File: src/rtl/ptr_i2c_pkg.sv
package ptr_i2c_pkg;

    localparam int unsigned REG_W = 16;

    typedef enum logic [3:0] {
        ST_IDLE,
        ST_ADDR,
        ST_ADDR_ACK,
        ST_PTR,
        ST_PTR_ACK,
        ST_WDATA,
        ST_WDATA_ACK,
        ST_RDATA,
        ST_RACK,
        ST_IGNORE
    } bus_state_t;

    // Level code: 00 low, 01 high, 1x floating -> 0, 1, 2
    function automatic logic [1:0] strap_level(input logic [1:0] code);
        return code[1] ? 2'd2 : {1'b0, code[0]};
    endfunction

    function automatic logic [6:0] strap_addr(input logic [1:0] s1, input logic [1:0] s0);
        logic [3:0] idx;
        idx = 4'(strap_level(s1)) * 4'd3 + 4'(strap_level(s0));
        case (idx)
            4'd0:    return 7'b1001100;
            4'd1:    return 7'b1001101;
            4'd2:    return 7'b1001110;
            4'd3:    return 7'b1001111;
            4'd4:    return 7'b1001000;
            4'd5:    return 7'b1001001;
            4'd6:    return 7'b1001010;
            4'd7:    return 7'b1001011;
            default: return 7'b0110111;
        endcase
    endfunction

endpackage

File: src/rtl/i2c_bus_sync.sv
module i2c_bus_sync #(
    parameter int unsigned STAGES = 2
) (
    input  logic clk,
    input  logic rst_n,
    input  logic scl_i,
    input  logic sda_i,
    output logic scl_s,
    output logic sda_s,
    output logic scl_rise,
    output logic scl_fall,
    output logic start_o,
    output logic stop_o
);
    logic [STAGES-1:0] scl_ff, sda_ff;
    logic scl_prev, sda_prev;

    always_ff @(posedge clk or negedge rst_n) begin
        if (!rst_n) begin
            scl_ff   <= '1;
            sda_ff   <= '1;
            scl_prev <= 1'b1;
            sda_prev <= 1'b1;
        end else begin
            scl_ff   <= {scl_ff[STAGES-2:0], scl_i};
            sda_ff   <= {sda_ff[STAGES-2:0], sda_i};
            scl_prev <= scl_ff[STAGES-1];
            sda_prev <= sda_ff[STAGES-1];
        end
    end

    assign scl_s    = scl_ff[STAGES-1];
    assign sda_s    = sda_ff[STAGES-1];
    assign scl_rise = scl_s & ~scl_prev;
    assign scl_fall = ~scl_s & scl_prev;
    assign start_o  = scl_s & scl_prev & sda_prev & ~sda_s;
    assign stop_o   = scl_s & scl_prev & ~sda_prev & sda_s;
endmodule

File: src/rtl/i2c_strap_decode.sv
module i2c_strap_decode
    import ptr_i2c_pkg::*;
(
    input  logic       clk,
    input  logic       rst_n,
    input  logic [1:0] strap0_lvl,
    input  logic [1:0] strap1_lvl,
    output logic [6:0] addr_o
);
    logic loaded;

    always_ff @(posedge clk or negedge rst_n) begin
        if (!rst_n) begin
            loaded <= 1'b0;
            addr_o <= '0;
        end else if (!loaded) begin
            loaded <= 1'b1;
            addr_o <= strap_addr(strap1_lvl, strap0_lvl);
        end
    end


    addr_held_chk: assert property (@(posedge clk) disable iff (!rst_n)
        loaded |=> $stable(addr_o));
endmodule

File: src/rtl/i2c_reg_bank.sv
module i2c_reg_bank
    import ptr_i2c_pkg::*;
#(
    parameter int unsigned NUM_REGS = 4
) (
    input  logic             clk,
    input  logic             rst_n,
    input  logic             we,
    input  logic [7:0]       waddr,
    input  logic [REG_W-1:0] wdata,
    input  logic [7:0]       raddr,
    output logic [REG_W-1:0] rdata
);
    localparam int unsigned IDX_W = (NUM_REGS > 1) ? $clog2(NUM_REGS) : 1;
    localparam logic [7:0]  NREG8 = 8'(NUM_REGS);

    logic [REG_W-1:0] regs [NUM_REGS];

    for (genvar g = 0; g < NUM_REGS; g++) begin : g_reg
        always_ff @(posedge clk or negedge rst_n) begin
            if (!rst_n)
                regs[g] <= {8'hA0 + 8'(g), 8'h50 + 8'(g)};
            else if (we && waddr == 8'(g))
                regs[g] <= wdata;
        end
    end

    assign rdata = (raddr < NREG8) ? regs[raddr[IDX_W-1:0]] : '0;
endmodule

File: src/rtl/ptr_i2c_slave.sv
module ptr_i2c_slave
    import ptr_i2c_pkg::*;
#(
    parameter int unsigned NUM_REGS    = 4,
    parameter int unsigned SYNC_STAGES = 2
) (
    input  logic       clk,
    input  logic       rst_n,
    input  logic       scl_i,
    input  logic       sda_i,
    output logic       sda_oe,
    input  logic [1:0] strap0_lvl,
    input  logic [1:0] strap1_lvl
);
    logic scl_s, sda_s, scl_rise, scl_fall, start_det, stop_det;
    logic [6:0] own_addr;
    bus_state_t state_q, state_d;
    logic [3:0] bit_cnt;
    logic [7:0] shreg, tx_q, ptr_q, hold_q;
    logic rw_q, sel_q, nack_q;
    logic reg_we;
    logic [REG_W-1:0] rdata;

    i2c_bus_sync #(.STAGES(SYNC_STAGES)) u_sync (
        .clk(clk), .rst_n(rst_n), .scl_i(scl_i), .sda_i(sda_i),
        .scl_s(scl_s), .sda_s(sda_s), .scl_rise(scl_rise), .scl_fall(scl_fall),
        .start_o(start_det), .stop_o(stop_det));

    i2c_strap_decode u_strap (
        .clk(clk), .rst_n(rst_n), .strap0_lvl(strap0_lvl),
        .strap1_lvl(strap1_lvl), .addr_o(own_addr));

    assign reg_we = (state_q == ST_WDATA) && scl_fall && (bit_cnt == 4'd8) && sel_q;

    i2c_reg_bank #(.NUM_REGS(NUM_REGS)) u_bank (
        .clk(clk), .rst_n(rst_n), .we(reg_we), .waddr(ptr_q),
        .wdata({hold_q, shreg}), .raddr(ptr_q), .rdata(rdata));

    // State register
    always_ff @(posedge clk or negedge rst_n) begin
        if (!rst_n) state_q <= ST_IDLE;
        else        state_q <= state_d;
    end

    // Next state
    always_comb begin
        state_d = state_q;
        if (stop_det)
            state_d = ST_IDLE;
        else if (start_det)
            state_d = ST_ADDR;
        else begin
            unique case (state_q)
                ST_IDLE, ST_IGNORE: ;
                ST_ADDR:
                    if (scl_fall && bit_cnt == 4'd8)
                        state_d = (shreg[7:1] == own_addr) ? ST_ADDR_ACK : ST_IGNORE;
                ST_ADDR_ACK:
                    if (scl_fall) state_d = rw_q ? ST_RDATA : ST_PTR;
                ST_PTR:
                    if (scl_fall && bit_cnt == 4'd8) state_d = ST_PTR_ACK;
                ST_PTR_ACK:
                    if (scl_fall) state_d = ST_WDATA;
                ST_WDATA:
                    if (scl_fall && bit_cnt == 4'd8) state_d = ST_WDATA_ACK;
                ST_WDATA_ACK:
                    if (scl_fall) state_d = ST_WDATA;
                ST_RDATA:
                    if (scl_fall && bit_cnt == 4'd7) state_d = ST_RACK;
                ST_RACK:
                    if (scl_fall) state_d = nack_q ? ST_IGNORE : ST_RDATA;
                default: state_d = ST_IDLE;
            endcase
        end
    end

    // Datapath
    always_ff @(posedge clk or negedge rst_n) begin
        if (!rst_n) begin
            bit_cnt <= '0;
            shreg   <= '0;
            tx_q    <= '0;
            ptr_q   <= '0;
            hold_q  <= '0;
            rw_q    <= 1'b0;
            sel_q   <= 1'b0;
            nack_q  <= 1'b0;
        end else if (start_det || stop_det) begin
            bit_cnt <= '0;
        end else begin
            unique case (state_q)
                ST_ADDR, ST_PTR, ST_WDATA: begin
                    if (scl_rise) begin
                        shreg   <= {shreg[6:0], sda_s};
                        bit_cnt <= bit_cnt + 4'd1;
                    end
                    if (scl_fall && bit_cnt == 4'd8) begin
                        if (state_q == ST_ADDR) rw_q <= shreg[0];
                        if (state_q == ST_PTR)  ptr_q <= shreg;
                        if (state_q == ST_WDATA) begin
                            if (!sel_q) hold_q <= shreg;
                            sel_q <= ~sel_q;
                        end
                    end
                end
                ST_ADDR_ACK: if (scl_fall) begin
                    bit_cnt <= '0;
                    sel_q   <= 1'b0;
                    tx_q    <= rdata[15:8];
                end
                ST_PTR_ACK: if (scl_fall) begin
                    bit_cnt <= '0;
                    sel_q   <= 1'b0;
                end
                ST_WDATA_ACK: if (scl_fall) bit_cnt <= '0;
                ST_RDATA: if (scl_fall) begin
                    tx_q    <= {tx_q[6:0], 1'b0};
                    bit_cnt <= bit_cnt + 4'd1;
                end
                ST_RACK: begin
                    if (scl_rise) nack_q <= sda_s;
                    if (scl_fall) begin
                        bit_cnt <= '0;
                        sel_q   <= ~sel_q;
                        tx_q    <= sel_q ? rdata[15:8] : rdata[7:0];
                    end
                end
                default: ;
            endcase
        end
    end

    // Outputs
    always_comb begin
        unique case (state_q)
            ST_ADDR_ACK, ST_PTR_ACK, ST_WDATA_ACK: sda_oe = 1'b1;
            ST_RDATA: sda_oe = ~tx_q[7];
            default:  sda_oe = 1'b0;
        endcase
    end


    start_restart_chk: assert property (@(posedge clk) disable iff (!rst_n)
        start_det |=> (state_q == ST_ADDR));


    stop_release_chk: assert property (@(posedge clk) disable iff (!rst_n)
        stop_det |=> (state_q == ST_IDLE && !sda_oe));


    sda_low_phase_chk: assert property (@(posedge clk) disable iff (!rst_n)
        (sda_oe != $past(sda_oe)) |-> !scl_s);
endmodule

File: config.mk
export PLATFORM = sky130hd
export DESIGN_NAME = ptr_i2c_slave
export DESIGN_NICKNAME = d
export VERILOG_FILES = /design/src/rtl/ptr_i2c_pkg.sv /design/src/rtl/i2c_bus_sync.sv /design/src/rtl/i2c_strap_decode.sv /design/src/rtl/i2c_reg_bank.sv /design/src/rtl/ptr_i2c_slave.sv
export SDC_FILE = /design/constraint.sdc
export NUM_CORES = 1
export LEC_CHECK = 0
export BUFFER_PORTS_ARGS = -buffer_cell sky130_fd_sc_hd__buf_4
export CORE_ASPECT_RATIO = 1.4
export CORE_MARGIN = 5
export CORE_UTILIZATION = 55
export CTS_CLUSTER_DIAMETER = 120
export DETAILED_ROUTE_END_ITERATION = 8
export PLACE_DENSITY = 0.71
export SYNTH_ARGS = -nofsm -noshare
export SYNTH_HDL_FRONTEND = slang
export SYNTH_SLANG_ARGS = --single-unit
File: constraint.sdc
create_clock -name clk -period 5.8 [get_ports clk]
set_input_delay 0.58 -clock clk [delete_from_list [all_inputs] [get_ports clk]]
set_output_delay 0.58 -clock clk [all_outputs]
set_load 0.005 [all_outputs]
==> reports/qor.csv <==
metric;value;unit
die area;0.01324;mm²
Initial Util;56.01;%
Setup Crit Path Kind;register to register;
R2R cell count;5;
CP startpoint kind;register;
total power draw;2427;µW
Top Ports;9;
P&R area growth vs syn;10.70;%
pin count of the biggest net entering global routing;68;
fmax;0.3347;GHz
Setup TNS;0;ns
Pleak;0.002951;µW
Least-Margin Pin Slew;1.110;ns
top_reg_cell synth;dfrtp_1;
Placed Instance Area;0.006140;mm²
Synth Warn #;0;
CTS tree;built;
TritonRoute pass-1 iters;4;
Final ANT Viol Nets;0;
power per cell area;362.1;mW/mm²
DRC;0;
relative slew slack;24.94;%
min Tclk post-route;2.988;ns
core box area;0.01081;mm²
min-delay worst type;input port to asynchronous set/reset pin;
layout cells sized above 1;41.68;%
Final nets;464;
Final Cycle Share;51.51;%
crit-path leading delay family;simple AND/OR/NAND/NOR gates;
Syn Area/Cell;13.51;µm²
CP Buf/Inv Count;1;
max-cap violation count;0;
initial antenna violation count;0;
Worst path max stage delay;0.93;ns
Slowest-stage cell, CP;nor3_4;
Pins Over Slew Limit;0;
Mapped Cells;448;
Critical Path RT;6.09;ns
Post-synth EDFFs;0;
reg2reg start;state_q[0];
Total GRT Usage;19.39;%
via/cell ratio;5.960;
clk slew on worst S/H paths;0.05;ns
status;complete, no violations;
TritonCTS Buffers;17;
WHS;0.1972;ns
clock buffer depth;2;
WL/cell;19.80;µm
worst skew pair latency;0.41;ns
H-tree depth;4;
Final Hold Violating Endpoints;0;
unrepaired setup endpoints after global routing;no;
Setup-failing EPs final;0;
Die X;98.68;µm
fin area;0.006703;mm²
CP max FO;20;
cells along the critical path;inv_1 -> nor3_2 -> nand4_4 -> nor3_4 -> mux2_2;
Synth cell types;60;
Post-synth ARST share;100.0;%
CP Capture Type;register;
detailed router's first-iteration violation count;178;
buffers added on ports;8;
first-pass GRT wire length;20130;µm
worst reg2reg setup slack;2.81;ns
clk root buf;clkbuf_16;
routed wire length;11960;µm
RD Place Congestion;0.8424;
height of the die;134.1;µm
post-cts sizing count;0;
post-DP HPWL;7741;µm
ANT cells;0;
postcts setup bufs;0;
cts-stage hold buffer count;0;
gr ovfl total;0;
filler cell count;837;
clk_skew;0.007338;ns
vias;3600;
row cnt;45;
Peak VDD IR;0.2520;mV
Post-Syn Area;0.006055;mm²
sequential area share after synthesis;49.80;%
data arrival time of the worst path;3.28;ns
# clock sinks;119;
FF-to-FF End;u_bank.regs[35];
vias in the first global route;3814;
Post-Synthesis Net Count;462;
FF+latch count, synth;119;
-- synth_stat cells (4+ instances only) --
master     n  area (µm²)
a21oi_1   12       60.06
buf_1      5       18.77
buf_12     4       80.08
clkbuf_1  16       60.06
dfrtp_1   89        2227
dfstp_2   30       788.3
ha_1       5       62.56
inv_1     13       48.80
mux2_2    57       641.9
mux2_4    40       600.6
mux2i_1   10       100.1
mux4_2    16       360.4
nand2_1   26       97.59
nand2b_1   4       25.02
nand3_1    5       25.02
nor2_1    13       48.80
nor2b_1   12       75.07
nor3_1     8       40.04
nor3_4     5       81.33
o21ai_0   12       60.06
o221ai_1   8       70.07
xnor2_1    4       35.03
-- kinds of logic after synthesis --
logic type      after synthesis  share of synthesized area, %
compound gates               53                         6.056
xor+xnor                      6                        0.8679
fa+ha+maj                     6                         1.364
buf+inv                      41                         3.679
flops                       119                         49.80
mux                         123                         28.13
other cells                   1                       0.06194
simple gates                 99                         10.04
-- flip-flops by register name, summed over array words and instances (netlist names), 2 cells and up --
signal and cells:
bit_cnt 4, hold_q 8, ptr_q 8, shreg 8, state_q 4, tx_q 8
u_bank.regs 64, u_strap.addr_o 5, u_sync.scl_ff 2, u_sync.sda_ff 2
-- layout by cell type, fill, tap and decap left out, types with 8 or more instances in the layout --
cell type,count
mux2_4,40
buf_4,11
mux2_2,57
nor2b_1,12
nor2_1,13
o21ai_0,12
o221ai_1,8
dfrtp_1,89
nor3_1,8
mux2i_1,10
clkbuf_16,17
nand2_1,26
mux4_2,16
a21oi_1,12
dfstp_2,30
inv_1,13
-- routing by layer --
metal	vias up	part of all wire [%]	global-route usage, %
met5	-	0	0
met4	0	1.4	6.606
met3	16	2.9	4.839
met2	61	52	32.13
met1	1880	43	24.91
li1	1643	-	-
-- metrics by stage --
stage                     setup slack [ns]  cells  utilization [%]
after floorplan                      3.597    448                -
after global placement               2.932    572            56.79
after detailed placement             2.868    572            56.79
after CTS                            2.831    604            62.00
after global routing                 2.668    604            62.00
final                                2.812    604            62.00
-- worst max path at each step --
stage,startpoint,end,slack (ns),depth (start not counted)
after global routing,state_q[0],u_bank.regs[35],2.67,5
after floorplan,bit_cnt[0],u_bank.regs[10],3.60,8
after CTS,state_q[0],u_bank.regs[35],2.83,5
after global placement,bit_cnt[0],u_bank.regs[35],2.93,7
final,state_q[0],u_bank.regs[35],2.81,5
after detailed placement,state_q[0],u_bank.regs[35],2.87,5
-- layout make-up --
cell class / count / area, µm² / area share, %
Inverter: 13 / 48.80 / 0.7280
Tap cell: 141 / 176.4 / 2.632
Timing Repair Buffer: 11 / 82.58 / 1.232
Sequential cell: 119 / 3015 / 44.99
Clock inverter: 8 / 71.32 / 1.064
Multi-Input combinational cell: 288 / 2816 / 42.02
Clock buffer: 24 / 491.7 / 7.336
-- where the power goes --
group / internal [µW] / leakage [µW] / switching [µW] / total (µW)
registers: 885 / 0.00153 / 159 / 1040
clock network: 630 / 0.000280 / 352 / 983
logic: 191 / 0.00115 / 209 / 400
total: 1710 / 0.00295 / 720 / 2430
-- worst reg2reg max path: cells and delay by family, from the launching register on --
kind | cells | cell delay [ns]
flops | 1 | 0.72
mux | 1 | 0.42
buf+inv | 1 | 0.23
simple gates | 3 | 1.49
(Power assumes the default switching activity.)
